$ cat src/rtl/err_health_pkg.sv
package err_health_pkg;
  typedef enum logic [1:0] {
    SVC_FULL     = 2'b00,
    SVC_RESTRICT = 2'b01,
    SVC_OUT      = 2'b10
  } svc_state_e;
endpackage

$ cat src/rtl/ehm_cfg.sv
module ehm_cfg #(
  parameter int CNT_W = 8
) (
  input  logic             clk_i,
  input  logic             rst_ni,
  input  logic [CNT_W-1:0] thr_lo_i,
  input  logic [CNT_W-1:0] thr_hi_i,
  output logic [CNT_W-1:0] lo_o,
  output logic [CNT_W-1:0] hi_o,
  output logic             loaded_o,
  output logic             cfg_err_o
);
  logic [CNT_W-1:0] lo_q, hi_q;
  logic             loaded_q;

  // single capture after reset release
  always_ff @(posedge clk_i or negedge rst_ni) begin
    if (!rst_ni) begin
      lo_q     <= '0;
      hi_q     <= '0;
      loaded_q <= 1'b0;
    end else if (!loaded_q) begin
      lo_q     <= thr_lo_i;
      hi_q     <= thr_hi_i;
      loaded_q <= 1'b1;
    end
  end

  assign lo_o      = lo_q;
  assign hi_o      = hi_q;
  assign loaded_o  = loaded_q;
  assign cfg_err_o = loaded_q && (lo_q >= hi_q);
endmodule

$ cat src/rtl/ehm_counter.sv
module ehm_counter #(
  parameter int CNT_W = 8
) (
  input  logic             clk_i,
  input  logic             rst_ni,
  input  logic             en_i,
  input  logic             inc_i,
  input  logic             dec_i,
  output logic [CNT_W-1:0] cnt_o,
  output logic [CNT_W-1:0] cnt_nxt_o
);
  localparam logic [CNT_W-1:0] CntMax = {CNT_W{1'b1}};

  logic [CNT_W-1:0] cnt_q, cnt_d;

  always_comb begin
    cnt_d = cnt_q;
    if (en_i) begin
      if (inc_i && !dec_i && cnt_q != CntMax) cnt_d = cnt_q + 1'b1;
      else if (dec_i && !inc_i && cnt_q != '0) cnt_d = cnt_q - 1'b1;
    end
  end

  always_ff @(posedge clk_i or negedge rst_ni) begin
    if (!rst_ni) cnt_q <= '0;
    else         cnt_q <= cnt_d;
  end

  assign cnt_o     = cnt_q;
  assign cnt_nxt_o = cnt_d;
endmodule

$ cat src/rtl/ehm_fsm.sv
module ehm_fsm
  import err_health_pkg::*;
#(
  parameter int CNT_W = 8
) (
  input  logic             clk_i,
  input  logic             rst_ni,
  input  logic             en_i,
  input  logic             cfg_err_i,
  input  logic [CNT_W-1:0] cnt_nxt_i,
  input  logic [CNT_W-1:0] lo_i,
  input  logic [CNT_W-1:0] hi_i,
  output svc_state_e       state_o
);
  svc_state_e state_q, state_d;

  always_comb begin
    state_d = state_q;
    if (en_i) begin
      if (cfg_err_i)             state_d = SVC_FULL;
      else if (cnt_nxt_i > hi_i) state_d = SVC_OUT;
      else if (cnt_nxt_i > lo_i) state_d = SVC_RESTRICT;
      else if (cnt_nxt_i < lo_i) state_d = SVC_FULL;
      // equal to lower threshold: hold (hysteresis)
    end
  end

  always_ff @(posedge clk_i or negedge rst_ni) begin
    if (!rst_ni) state_q <= SVC_FULL;
    else         state_q <= state_d;
  end

  assign state_o = state_q;
endmodule

$ cat src/rtl/err_health_mon.sv
module err_health_mon
  import err_health_pkg::*;
#(
  parameter int CNT_W = 8
) (
  input  logic             clk_i,
  input  logic             rst_ni,
  input  logic             err_i,
  input  logic             tick_i,
  input  logic [CNT_W-1:0] thr_lo_i,
  input  logic [CNT_W-1:0] thr_hi_i,
  output logic [1:0]       state_o,
  output logic [CNT_W-1:0] count_o,
  output logic             transient_o,
  output logic             cfg_err_o
);
  logic [CNT_W-1:0] lo, hi, cnt, cnt_nxt;
  logic             loaded, cfg_err, en;
  svc_state_e       state;

  ehm_cfg #(.CNT_W(CNT_W)) u_cfg (
    .clk_i     (clk_i),
    .rst_ni    (rst_ni),
    .thr_lo_i  (thr_lo_i),
    .thr_hi_i  (thr_hi_i),
    .lo_o      (lo),
    .hi_o      (hi),
    .loaded_o  (loaded),
    .cfg_err_o (cfg_err)
  );

  // frozen before capture and after lockout
  assign en = loaded && (state != SVC_OUT);

  ehm_counter #(.CNT_W(CNT_W)) u_cnt (
    .clk_i     (clk_i),
    .rst_ni    (rst_ni),
    .en_i      (en),
    .inc_i     (err_i),
    .dec_i     (tick_i),
    .cnt_o     (cnt),
    .cnt_nxt_o (cnt_nxt)
  );

  ehm_fsm #(.CNT_W(CNT_W)) u_fsm (
    .clk_i     (clk_i),
    .rst_ni    (rst_ni),
    .en_i      (en),
    .cfg_err_i (cfg_err),
    .cnt_nxt_i (cnt_nxt),
    .lo_i      (lo),
    .hi_i      (hi),
    .state_o   (state)
  );

  assign state_o     = state;
  assign count_o     = cnt;
  assign cfg_err_o   = cfg_err;
  assign transient_o = (cnt != '0) && (cnt <= lo);
endmodule

$ cat config.mk
export PLATFORM = sky130hd
export DESIGN_NAME = err_health_mon
export DESIGN_NICKNAME = d
export VERILOG_FILES = /design/src/rtl/err_health_pkg.sv /design/src/rtl/ehm_cfg.sv /design/src/rtl/ehm_counter.sv /design/src/rtl/ehm_fsm.sv /design/src/rtl/err_health_mon.sv
export SDC_FILE = /design/constraint.sdc
export NUM_CORES = 1
export LEC_CHECK = 0
export ABC_AREA = 1
export BUFFER_PORTS_ARGS = -buffer_cell sky130_fd_sc_hd__buf_4
export CELL_PAD_IN_SITES_DETAIL_PLACEMENT = 2
export CELL_PAD_IN_SITES_GLOBAL_PLACEMENT = 2
export CORE_ASPECT_RATIO = 1.5
export CORE_MARGIN = 5
export CORE_UTILIZATION = 30
export CTS_CLUSTER_DIAMETER = 40
export DETAILED_ROUTE_END_ITERATION = 7
export PLACE_DENSITY_LB_ADDON = 0.1
export SLEW_MARGIN = 20
export SYNTH_ARGS = -nofsm -noshare
export SYNTH_HDL_FRONTEND = slang
export SYNTH_SLANG_ARGS = --single-unit
$ cat constraint.sdc
create_clock -name clk_i -period 2.4 [get_ports clk_i]
set_input_delay 0.24 -clock clk_i [delete_from_list [all_inputs] [get_ports clk_i]]
set_output_delay 0.24 -clock clk_i [all_outputs]
set_load 0.01 [all_outputs]
==> results of run 1 <==
[how the worst max path moves through the flow]
stage | startpoint | to | slack (ns) | cells after the start
global placement | u_cnt.cnt_o[0]$_DFF_PN0_ | u_fsm.state_o[1]$_DFFE_PN0P_ | -0.24 | 20
floorplan | u_cnt.cnt_o[0]$_DFF_PN0_ | u_fsm.state_o[1]$_DFFE_PN0P_ | 0.006 | 20
global route | u_cnt.cnt_o[3]$_DFF_PN0_ | u_fsm.state_o[1]$_DFFE_PN0P_ | -0.41 | 22
finish | u_cnt.cnt_o[1]$_DFF_PN0_ | u_fsm.state_o[0]$_DFFE_PN0P_ | -0.22 | 21
detailed placement | u_cnt.cnt_o[1]$_DFF_PN0_ | u_fsm.state_o[0]$_DFFE_PN0P_ | -0.34 | 20
CTS | u_cnt.cnt_o[0]$_DFF_PN0_ | u_fsm.state_o[1]$_DFFE_PN0P_ | -0.21 | 19
[registers in the layout (all words and copies together), names as in the netlist]
signal,count
u_cfg.hi_o,8
u_cfg.lo_o,8
u_cfg.loaded_o,1
u_cnt.cnt_o,8
u_fsm.state_o,2
[critical path: cells and delay by family, from the launching register on]
kind,cells,cell delay [ns]
and+or+nand+nor,16,1.30
adders and majority gates,2,0.45
buffers and inverters,1,0.06
DFF,1,0.41
AOI/OAI and AO/OA,1,0.06
xor gates and xnor gates,1,0.21
[kinds of logic after synthesis]
kind of cell               Yosys count  synth area share
xor gates and xnor gates             4            0.0199
adders and majority gates           35             0.204
DFF                                 27             0.315
and+or+nand+nor                    127             0.270
buffers and inverters               51            0.0899
AOI/OAI and AO/OA                   40            0.0992
other                                1           0.00175
[cell type report]
type	instances	area (µm²)
repair buffers	80	611
fillers	779	3650
inverters	47	179
flip-flops and latches	27	682
well taps	78	97.6
multi-input cells	208	1640
clock buffers	4	45.0
[synth_stat cells (2+ instances only)]
master | n | area, µm²
dfrtp_1 | 27 | 676
nand4_1 | 6 | 37.5
a21o_1 | 2 | 15.0
nand2_1 | 81 | 304
a21oi_1 | 15 | 75.1
nand3_2 | 2 | 20.0
clkbuf_1 | 3 | 11.3
nand3_1 | 12 | 60.1
o21ai_0 | 17 | 85.1
ha_1 | 35 | 438
inv_2 | 4 | 15.0
xor2_1 | 2 | 17.5
nor2_1 | 15 | 56.3
inv_1 | 42 | 158
nand2_4 | 3 | 33.8
nand2_2 | 2 | 12.5
o21ai_1 | 3 | 15.0
[routing by layer]
metal  share of wire  vias to the layer above  GRT usage
met1            0.39                     1077      0.175
li1                -                     1070          -
met3           0.021                        9     0.0174
met2            0.57                       29      0.330
met4           0.021                        0     0.0516
met5               0                        -          0
[metrics by stage]
step	setup slack [ns]	hold WS [ns]	power, W	cell area (µm²)	utilization
after global placement	-0.242	0.189	0.00247	2740	0.397
after detailed placement	-0.341	0.197	0.00255	2740	0.397
final	-0.216	0.141	0.00343	3250	0.471
after global routing	-0.415	0.144	0.00375	3250	0.471
after CTS	-0.211	0.133	0.00304	2930	0.425
after floorplan	0.00635	-0.0556	0.00160	2160	-
[power groups by stage]
stage	clock network, W	registers (W)	logic (W)
after CTS	0.000308	0.000698	0.00204
final	0.000293	0.000695	0.00244
after global placement	0	0.000700	0.00177
after global routing	0.000326	0.000714	0.00271
after floorplan	0	0.000748	0.000853
after detailed placement	0	0.000711	0.00184
[timing repair]
action,in CTS,in global routing
gates cloned,1,0
setup buffers,7,6
pin swaps,5,30
hold endpoints to repair,27,0
endpoints found under the setup margin,3,3
gates resized for setup,20,47
hold buffers,1,0
==> flow_summary.yaml, run 1 <==
outcome:
  status: "finished with violations"
  violations: "setup timing"
timing:
  fin_crit_ns: 2.62
  finalSetupViolCount: 2
  finalCritPeriodShare: 1.09
  fmax_ghz: 0.382
  fin_skew_ns: 0.00303
  finalWorstSetupSlack_ns: -0.216
  final_hold_viol_count: 0
  setup_tns_ns: -0.417
  maxSlewViolCount: 0
  rsz0062_at_grt: "yes"
pwr:
  p_clk_frac: 0.085
  power_frac_seq: 0.202
  switching_share: 0.450
  p_switching_w: 0.00154
  p_comb_frac: 0.712
  p_leak_nw: 1.64
  p_per_area_nw_per_um2: 1060
  power.internal_w: 0.00189
  irDropWorstVdd_v: 0.000293
logic_synthesis:
  synth_seq_area_share: 0.315
  synth-seq-cells: 27
  syn_area_um2: 2140
  yosys_warnings: 0
  syn_nets: 340
  synth_cells: 285
  synth-async-reset-ratio: 1.00
  synth_edf_count: 0
  syn_area_per_cell_um2: 7.52
  synth_cell_types: 31
  ys.flop_type: "dfrtp_1"
setup_path:
  cp_common_cell: "nand2_2"
  start_kind: "register"
  max_stage_delay_ns: 0.41
  rr_worst_depth: 21
  critPathCaptureType: "register"
  cp_slowest_cell: "dfrtp_2"
  worstPathRequired_ns: 2.60
  crit_chain: "ha_4, nand3_4, nor2_4, nand3_4, nand2_8, nand2_4, o21ai_4, nand2_4, xor2_4, ha_4, nand2_2, inv_2, nand2_2, nand2_2, nand2_2, nand2_2, nand2_2, nand3_2, nand2_2, nand2_1, nand2_1"
  r2r-start: "u_cnt.cnt_o[1]$_DFF_PN0_"
  path_max_fanout: 6
  rrSetupSlack_ns: -0.22
  r2r-end: "u_fsm.state_o[0]$_DFFE_PN0P_"
  critical_path_arrival_ns: 2.81
  crit_type: "reg -> reg"
final_layout:
  area_growth_pct: 51.7
  diodes: 0
  drive_gt1_frac: 0.418
  final_cell_count_no_fill: 444
  nets: 422
  layout.cells.most_common_list: "77 x buf_4, 67 x nand2_1, 39 x inv_1"
  mostFrequentLayoutCell: "buf_4"
min_path:
  hold_depth: 3
  holdPathEnd: "u_cfg.hi_o[2]$_DFFE_PN0N_"
  worstHoldPathType: "in -> reg"
  hp-start: "thr_hi_i[2]"
routing:
  wire_per_inst_um: 16.9
  drt-total-wl_um: 7510
  vias: 2185
  drt.antenna.violating_nets: 0
  drt_iter0_drc: 39
  firstDrtPassIters: 4
  viasPerCell: 4.92
  post-route-drc-count: 0
placed_design:
  hpwl_um: 5560
  port_buffers: 31
  gp_congestion: 0.784
  placed_cells: 425
die:
  die_width_um: 79.0
  dieArea_um2: 8970
  die_h_um: 114
  num_rows: 37
  fp.coreArea_um2: 6900
  pin_count: 32
  start_util: 0.311
grt:
  antenna_found_initial: 0
  globalRouteTotalUtil: 0.165
  grt_max_degree: 32
  grt_pass1_vias: 2429
  grt_overflow: 0
  grt_pass1_wl_um: 11500
cts:
  cts_tree: "done"
  clkTransAtPathRegs_ns: 0.11
  cts_htree_levels: 1
  cts_inserted_buffers: 3
  cts_buffer_depth: 2
  clock_latency_ns: 0.30
  cts.sinks: 27
  root_buffer: "clkbuf_8"
job:
  max-cap-violations: 0
Note: power is estimated with default switching activity, not from simulation.
==> run 2, diff against run 1 <==
--- a/config.mk
+++ b/config.mk
@@ -14,6 +14,7 @@
 export CORE_UTILIZATION = 30
 export CTS_CLUSTER_DIAMETER = 40
 export DETAILED_ROUTE_END_ITERATION = 7
+export MAX_ROUTING_LAYER = met4
 export PLACE_DENSITY_LB_ADDON = 0.1
 export SLEW_MARGIN = 20
 export SYNTH_ARGS = -nofsm -noshare
==> run 2 against run 1 <==
The run still ends with setup timing left. First-iteration DRC count increased by 13%. Worst hold slack about the same. Fmax about the same. Die area unchanged. Clock-buffer cell count unchanged. Critical path type unchanged. Critical endpoint unchanged.
==> flow_summary.yaml, run 2 (synthesized netlist as in run 1, its figures left out) <==
outcome:
  status: "finished with violations"
  violations: "setup timing"
final_layout:
  layout.cells.most_common_list: "77 x buf_4, 67 x nand2_1, 39 x inv_1"
  nets: 422
  mostFrequentLayoutCell: "buf_4"
  final_util: 0.471
  diodes: 0
  drive_gt1_frac: 0.418
  fillers: 779
  area_growth_pct: 51.7
routing:
  drt-total-wl_um: 7510
  drt_iter0_drc: 44
  viasPerCell: 4.94
  firstDrtPassIters: 4
  wire_per_inst_um: 16.9
  drt.antenna.violating_nets: 0
  vias: 2194
  post-route-drc-count: 0
grt:
  grt_pass1_vias: 2433
  grt_pass1_wl_um: 11500
  grt_max_degree: 32
  globalRouteTotalUtil: 0.169
  grt_overflow: 0
  antenna_found_initial: 0
timing:
  finalSetupViolCount: 2
  fin_skew_ns: 0.00450
  rsz0062_at_grt: "yes"
  fmax_ghz: 0.382
  maxSlewViolCount: 0
  finalWorstSetupSlack_ns: -0.217
  finalCritPeriodShare: 1.09
  final_hold_viol_count: 0
  fin_crit_ns: 2.62
  setup_tns_ns: -0.418
placed_design:
  hpwl_um: 5560
  port_buffers: 31
  gp_congestion: 0.795
pwr:
  irDropWorstVdd_v: 0.000290
  p_per_area_nw_per_um2: 1050
  finalPower_w: 0.00343
  p_leak_nw: 1.64
setup_path:
  critical_path_arrival_ns: 2.81
  path_max_fanout: 6
  start_kind: "register"
  critPathCaptureType: "register"
  worstPathRequired_ns: 2.59
  crit_type: "reg -> reg"
cts:
  cts_tree: "done"
  cts.sinks: 27
  clock_latency_ns: 0.29
  cts_htree_levels: 1
  cts_buffer_depth: 2
  clkTransAtPathRegs_ns: 0.11
  root_buffer: "clkbuf_8"
  cts_inserted_buffers: 3
die:
  dieArea_um2: 8970
  fp.coreArea_um2: 6900
  die_width_um: 79.0
  start_util: 0.311
  num_rows: 37
  pin_count: 32
  die_h_um: 114
job:
  max-cap-violations: 0
min_path:
  worstHoldPathType: "in -> reg"
[run 2: cell counts in the layout (fill, tap and decap cells not counted)]
No cell type changed its count.
[run 2: layout make-up]
cell class | count | area [µm²] | area share
clock buffer | 4 | 45.0 | 0.0139
inverter | 47 | 179 | 0.0550
multi-input combinational | 208 | 1640 | 0.503
sequential | 27 | 682 | 0.210
tap | 78 | 97.6 | 0.0300
timing repair buffer | 80 | 611 | 0.188
[run 2: power breakdown]
part           switching (W)  internal, W  leakage [nW]
Clock               0.000170     0.000120        0.0228
Sequential          0.000126     0.000568         0.319
Combinational        0.00124      0.00120          1.29
[run 2: worst max-delay path, cell delays in order, from the launching register on]
cell	delay (ns)
dfrtp_2	0.41
ha_4	0.15
nand3_4	0.08
nor2_4	0.14
nand3_4	0.16
nand2_8	0.16
nand2_4	0.06
o21ai_4	0.06
nand2_4	0.08
xor2_4	0.21
ha_4	0.30
nand2_2	0.05
inv_2	0.06
nand2_2	0.05
nand2_2	0.07
nand2_2	0.06
nand2_2	0.07
nand2_2	0.07
nand3_2	0.08
nand2_2	0.06
nand2_1	0.07
nand2_1	0.04
[run 2: timing repair]
action / 4_1_cts / 5_1_grt
hold endpoints to repair: 27 / 0
cloned: 1 / 0
buffers inserted: 7 / 6
endpoints found under the setup margin: 3 / 3
resized for setup: 20 / 47
pin swaps: 5 / 30
hold buffers: 1 / 0
[run 2: metrics by stage]
| step | hold slack (ns) | area, µm² | worst slack [ns] | cells |
|---|---|---|---|---|
| floorplan | -0.0556 | 2160 | 0.00635 | 285 |
| global placement | 0.189 | 2740 | -0.242 | 425 |
| detailed placement | 0.197 | 2740 | -0.341 | 425 |
| CTS | 0.133 | 2930 | -0.211 | 438 |
| global route | 0.144 | 3250 | -0.415 | 444 |
| finish | 0.142 | 3250 | -0.217 | 444 |
[run 2: worst paths after layout]
check | endpoint | slack [ns] | cells past startpoint | start
min in group asynchronous | u_cfg.hi_o[0]$_DFFE_PN0N_ | 0.40 | 2 | rst_ni
hold / removal | u_cfg.hi_o[2]$_DFFE_PN0N_ | 0.14 | 3 | thr_hi_i[2]
setup reg to reg | u_fsm.state_o[0]$_DFFE_PN0P_ | -0.22 | 21 | u_cnt.cnt_o[1]$_DFF_PN0_
max in group asynchronous | u_cnt.cnt_o[6]$_DFF_PN0_ | 1.69 | 2 | rst_ni
hold reg to reg | u_cfg.hi_o[1]$_DFFE_PN0N_ | 0.58 | 2 | u_cfg.hi_o[1]$_DFFE_PN0N_
setup / recovery | u_fsm.state_o[0]$_DFFE_PN0P_ | -0.22 | 21 | u_cnt.cnt_o[1]$_DFF_PN0_
[run 2: layer usage]
layer	wire length, µm	global-route usage
met1	2920	0.174
met2	4260	0.330
met3	161	0.0174
met4	161	0.0516
met5	0	-
==> run 3, diff against run 2 <==
--- a/config.mk
+++ b/config.mk
@@ -14,6 +14,7 @@
 export CORE_UTILIZATION = 30
 export CTS_CLUSTER_DIAMETER = 40
 export DETAILED_ROUTE_END_ITERATION = 7
+export GPL_ROUTABILITY_DRIVEN = 0
 export MAX_ROUTING_LAYER = met4
 export PLACE_DENSITY_LB_ADDON = 0.1
 export SLEW_MARGIN = 20
==> constraint.sdc (replaced) <==
create_clock -name clk_i -period 2.4 [get_ports clk_i]
set_input_delay 0.12 -clock clk_i [delete_from_list [all_inputs] [get_ports clk_i]]
set_output_delay 0.12 -clock clk_i [all_outputs]
set_load 0.01 [all_outputs]
==> run 3 against run 2 <==
The flow still finishes with violations (setup timing). Worst hold slack worse by 0.12 ns. Non-clock buffer count did not move. Wire length fell by 1.3%. Utilization shrank 0.34 points.
==> flow_summary.yaml, run 3 (synthesized netlist as in run 1, its figures left out) <==
grt:
  antenna_found_initial: 0
  grt_overflow: 0
  grt_max_degree: 32
  globalRouteTotalUtil: 0.169
  grt_pass1_wl_um: 11500
  grt_pass1_vias: 2433
min_path:
  worstHoldPathType: "in -> reg"
  hp-start: "thr_lo_i[5]"
  hold_depth: 3
  holdPathEnd: "u_cfg.lo_o[5]$_DFFE_PN0N_"
setup_path:
  critical_path_arrival_ns: 2.86
  crit_chain: "ha_4, nand3_4, nor2_4, nand3_4, nand2_8, or2_4, nand3_4, xor2_4, ha_1, nand2_1, inv_1, nand2_1, nand2_1, nand2_1, a21oi_2, nand3_2, nand2_2, nand2_1, nand2_1"
  critPathTopFamily: "simple AND/OR/NAND/NOR gates"
  cp_num_buf_inv: 1
  startpoint: "u_cnt.cnt_o[0]$_DFF_PN0_"
  rrSetupSlack_ns: -0.22
  max_stage_delay_ns: 0.42
  crit_type: "reg -> reg"
  rr_worst_depth: 19
  path_max_fanout: 6
  cp_slowest_cell: "dfrtp_2"
  critPathCaptureType: "register"
  worstPathRequired_ns: 2.64
  r2r-end: "u_fsm.state_o[0]$_DFFE_PN0P_"
  r2r-start: "u_cnt.cnt_o[0]$_DFF_PN0_"
  cp_common_cell: "nand2_1"
  start_kind: "register"
cts:
  cts_buffer_depth: 2
  cts_tree: "done"
  cts_htree_levels: 1
  clkTransAtPathRegs_ns: 0.10
  root_buffer: "clkbuf_8"
  clock_latency_ns: 0.29
  cts.sinks: 27
  cts_inserted_buffers: 3
timing:
  maxSlewViolCount: 0
  setup_tns_ns: -0.435
  finalWorstSetupSlack_ns: -0.221
  fmax_ghz: 0.381
  fin_crit_ns: 2.62
  finalCritPeriodShare: 1.09
  fin_skew_ns: 0.00203
  final_hold_viol_count: 0
  rsz0062_at_grt: "yes"
  finalSetupViolCount: 2
pwr:
  p_per_area_nw_per_um2: 1050
  p_leak_nw: 1.64
  irDropWorstVdd_v: 0.000288
placed_design:
  hpwl_um: 5560
  port_buffers: 31
  dpl-instance-area_um2: 2740
  placed_cells: 425
final_layout:
  diodes: 0
  final_cell_count_no_fill: 444
  final_util: 0.468
  stdcell_area_um2: 3230
  nets: 422
  area_growth_pct: 50.6
  layout.cells.most_common_list: "77 x buf_4, 67 x nand2_1, 39 x inv_1"
  drive_gt1_frac: 0.404
  mostFrequentLayoutCell: "buf_4"
routing:
  wire_per_inst_um: 16.7
  post-route-drc-count: 0
  viasPerCell: 4.89
  drt-total-wl_um: 7410
  vias: 2171
  drt.antenna.violating_nets: 0
  firstDrtPassIters: 4
  drt_iter0_drc: 48
outcome:
  status: "finished with violations"
  violations: "setup timing"
die:
  die_width_um: 79.0
  num_rows: 37
  dieArea_um2: 8970
  die_h_um: 114
  fp.coreArea_um2: 6900
  start_util: 0.311
  pin_count: 32
job:
  max-cap-violations: 0
[run 3: layout make-up]
| cell class | instances | area, µm² |
|---|---|---|
| tap | 78 | 97.6 |
| sequential | 27 | 681 |
| fill | 792 | 3670 |
| inverter | 47 | 179 |
| timing repair buffer | 80 | 611 |
| clock buffer | 4 | 45.0 |
| multi-input combinational | 208 | 1610 |
[run 3: worst register-to-register path: stages (launching register included)]
cell,delay (ns)
dfrtp_2,0.42
ha_4,0.16
nand3_4,0.08
nor2_4,0.14
nand3_4,0.16
nand2_8,0.16
or2_4,0.14
nand3_4,0.10
xor2_4,0.18
ha_1,0.28
nand2_1,0.06
inv_1,0.06
nand2_1,0.06
nand2_1,0.07
nand2_1,0.08
a21oi_2,0.16
nand3_2,0.08
nand2_2,0.08
nand2_1,0.05
nand2_1,0.05
[run 3: per-layer routing]
metal	global-route usage	wire length (µm)
met1	0.174	2850
met2	0.330	4300
met3	0.0174	152
met4	0.0516	99
met5	-	0
[run 3: what timing repair did]
action,in CTS,in global routing
setup buffers,7,6
hold buffers,1,0
gates cloned,1,0
hold endpoints to repair,27,0
resized for setup,18,44
pin swaps,5,29
endpoints found under the setup margin,2,3
[run 3: worst max-delay path by stage]
stage / endpoint / cells past startpoint
after floorplan: u_fsm.state_o[1]$_DFFE_PN0P_ / 20
after global placement: u_fsm.state_o[1]$_DFFE_PN0P_ / 20
after detailed placement: u_fsm.state_o[0]$_DFFE_PN0P_ / 20
after CTS: u_fsm.state_o[1]$_DFFE_PN0P_ / 19
after global routing: u_fsm.state_o[1]$_DFFE_PN0P_ / 20
final: u_fsm.state_o[0]$_DFFE_PN0P_ / 19
[run 3: per-stage QoR]
stage	power [W]	worst slack (ns)	hold slack (ns)
final	0.00338	-0.221	0.0228
after global routing	0.00371	-0.414	0.0290
after CTS	0.00304	-0.211	0.0129
after detailed placement	0.00255	-0.341	0.0769
after global placement	0.00247	-0.242	0.0690
after floorplan	0.00160	0.00635	-0.176
[run 3: where the power goes]
group / internal (W) / switching (W) / leakage, nW / total, W
clock network: 0.000120 / 0.000167 / 0.0228 / 0.000287
registers: 0.000567 / 0.000127 / 0.320 / 0.000694
logic: 0.00118 / 0.00122 / 1.29 / 0.00240
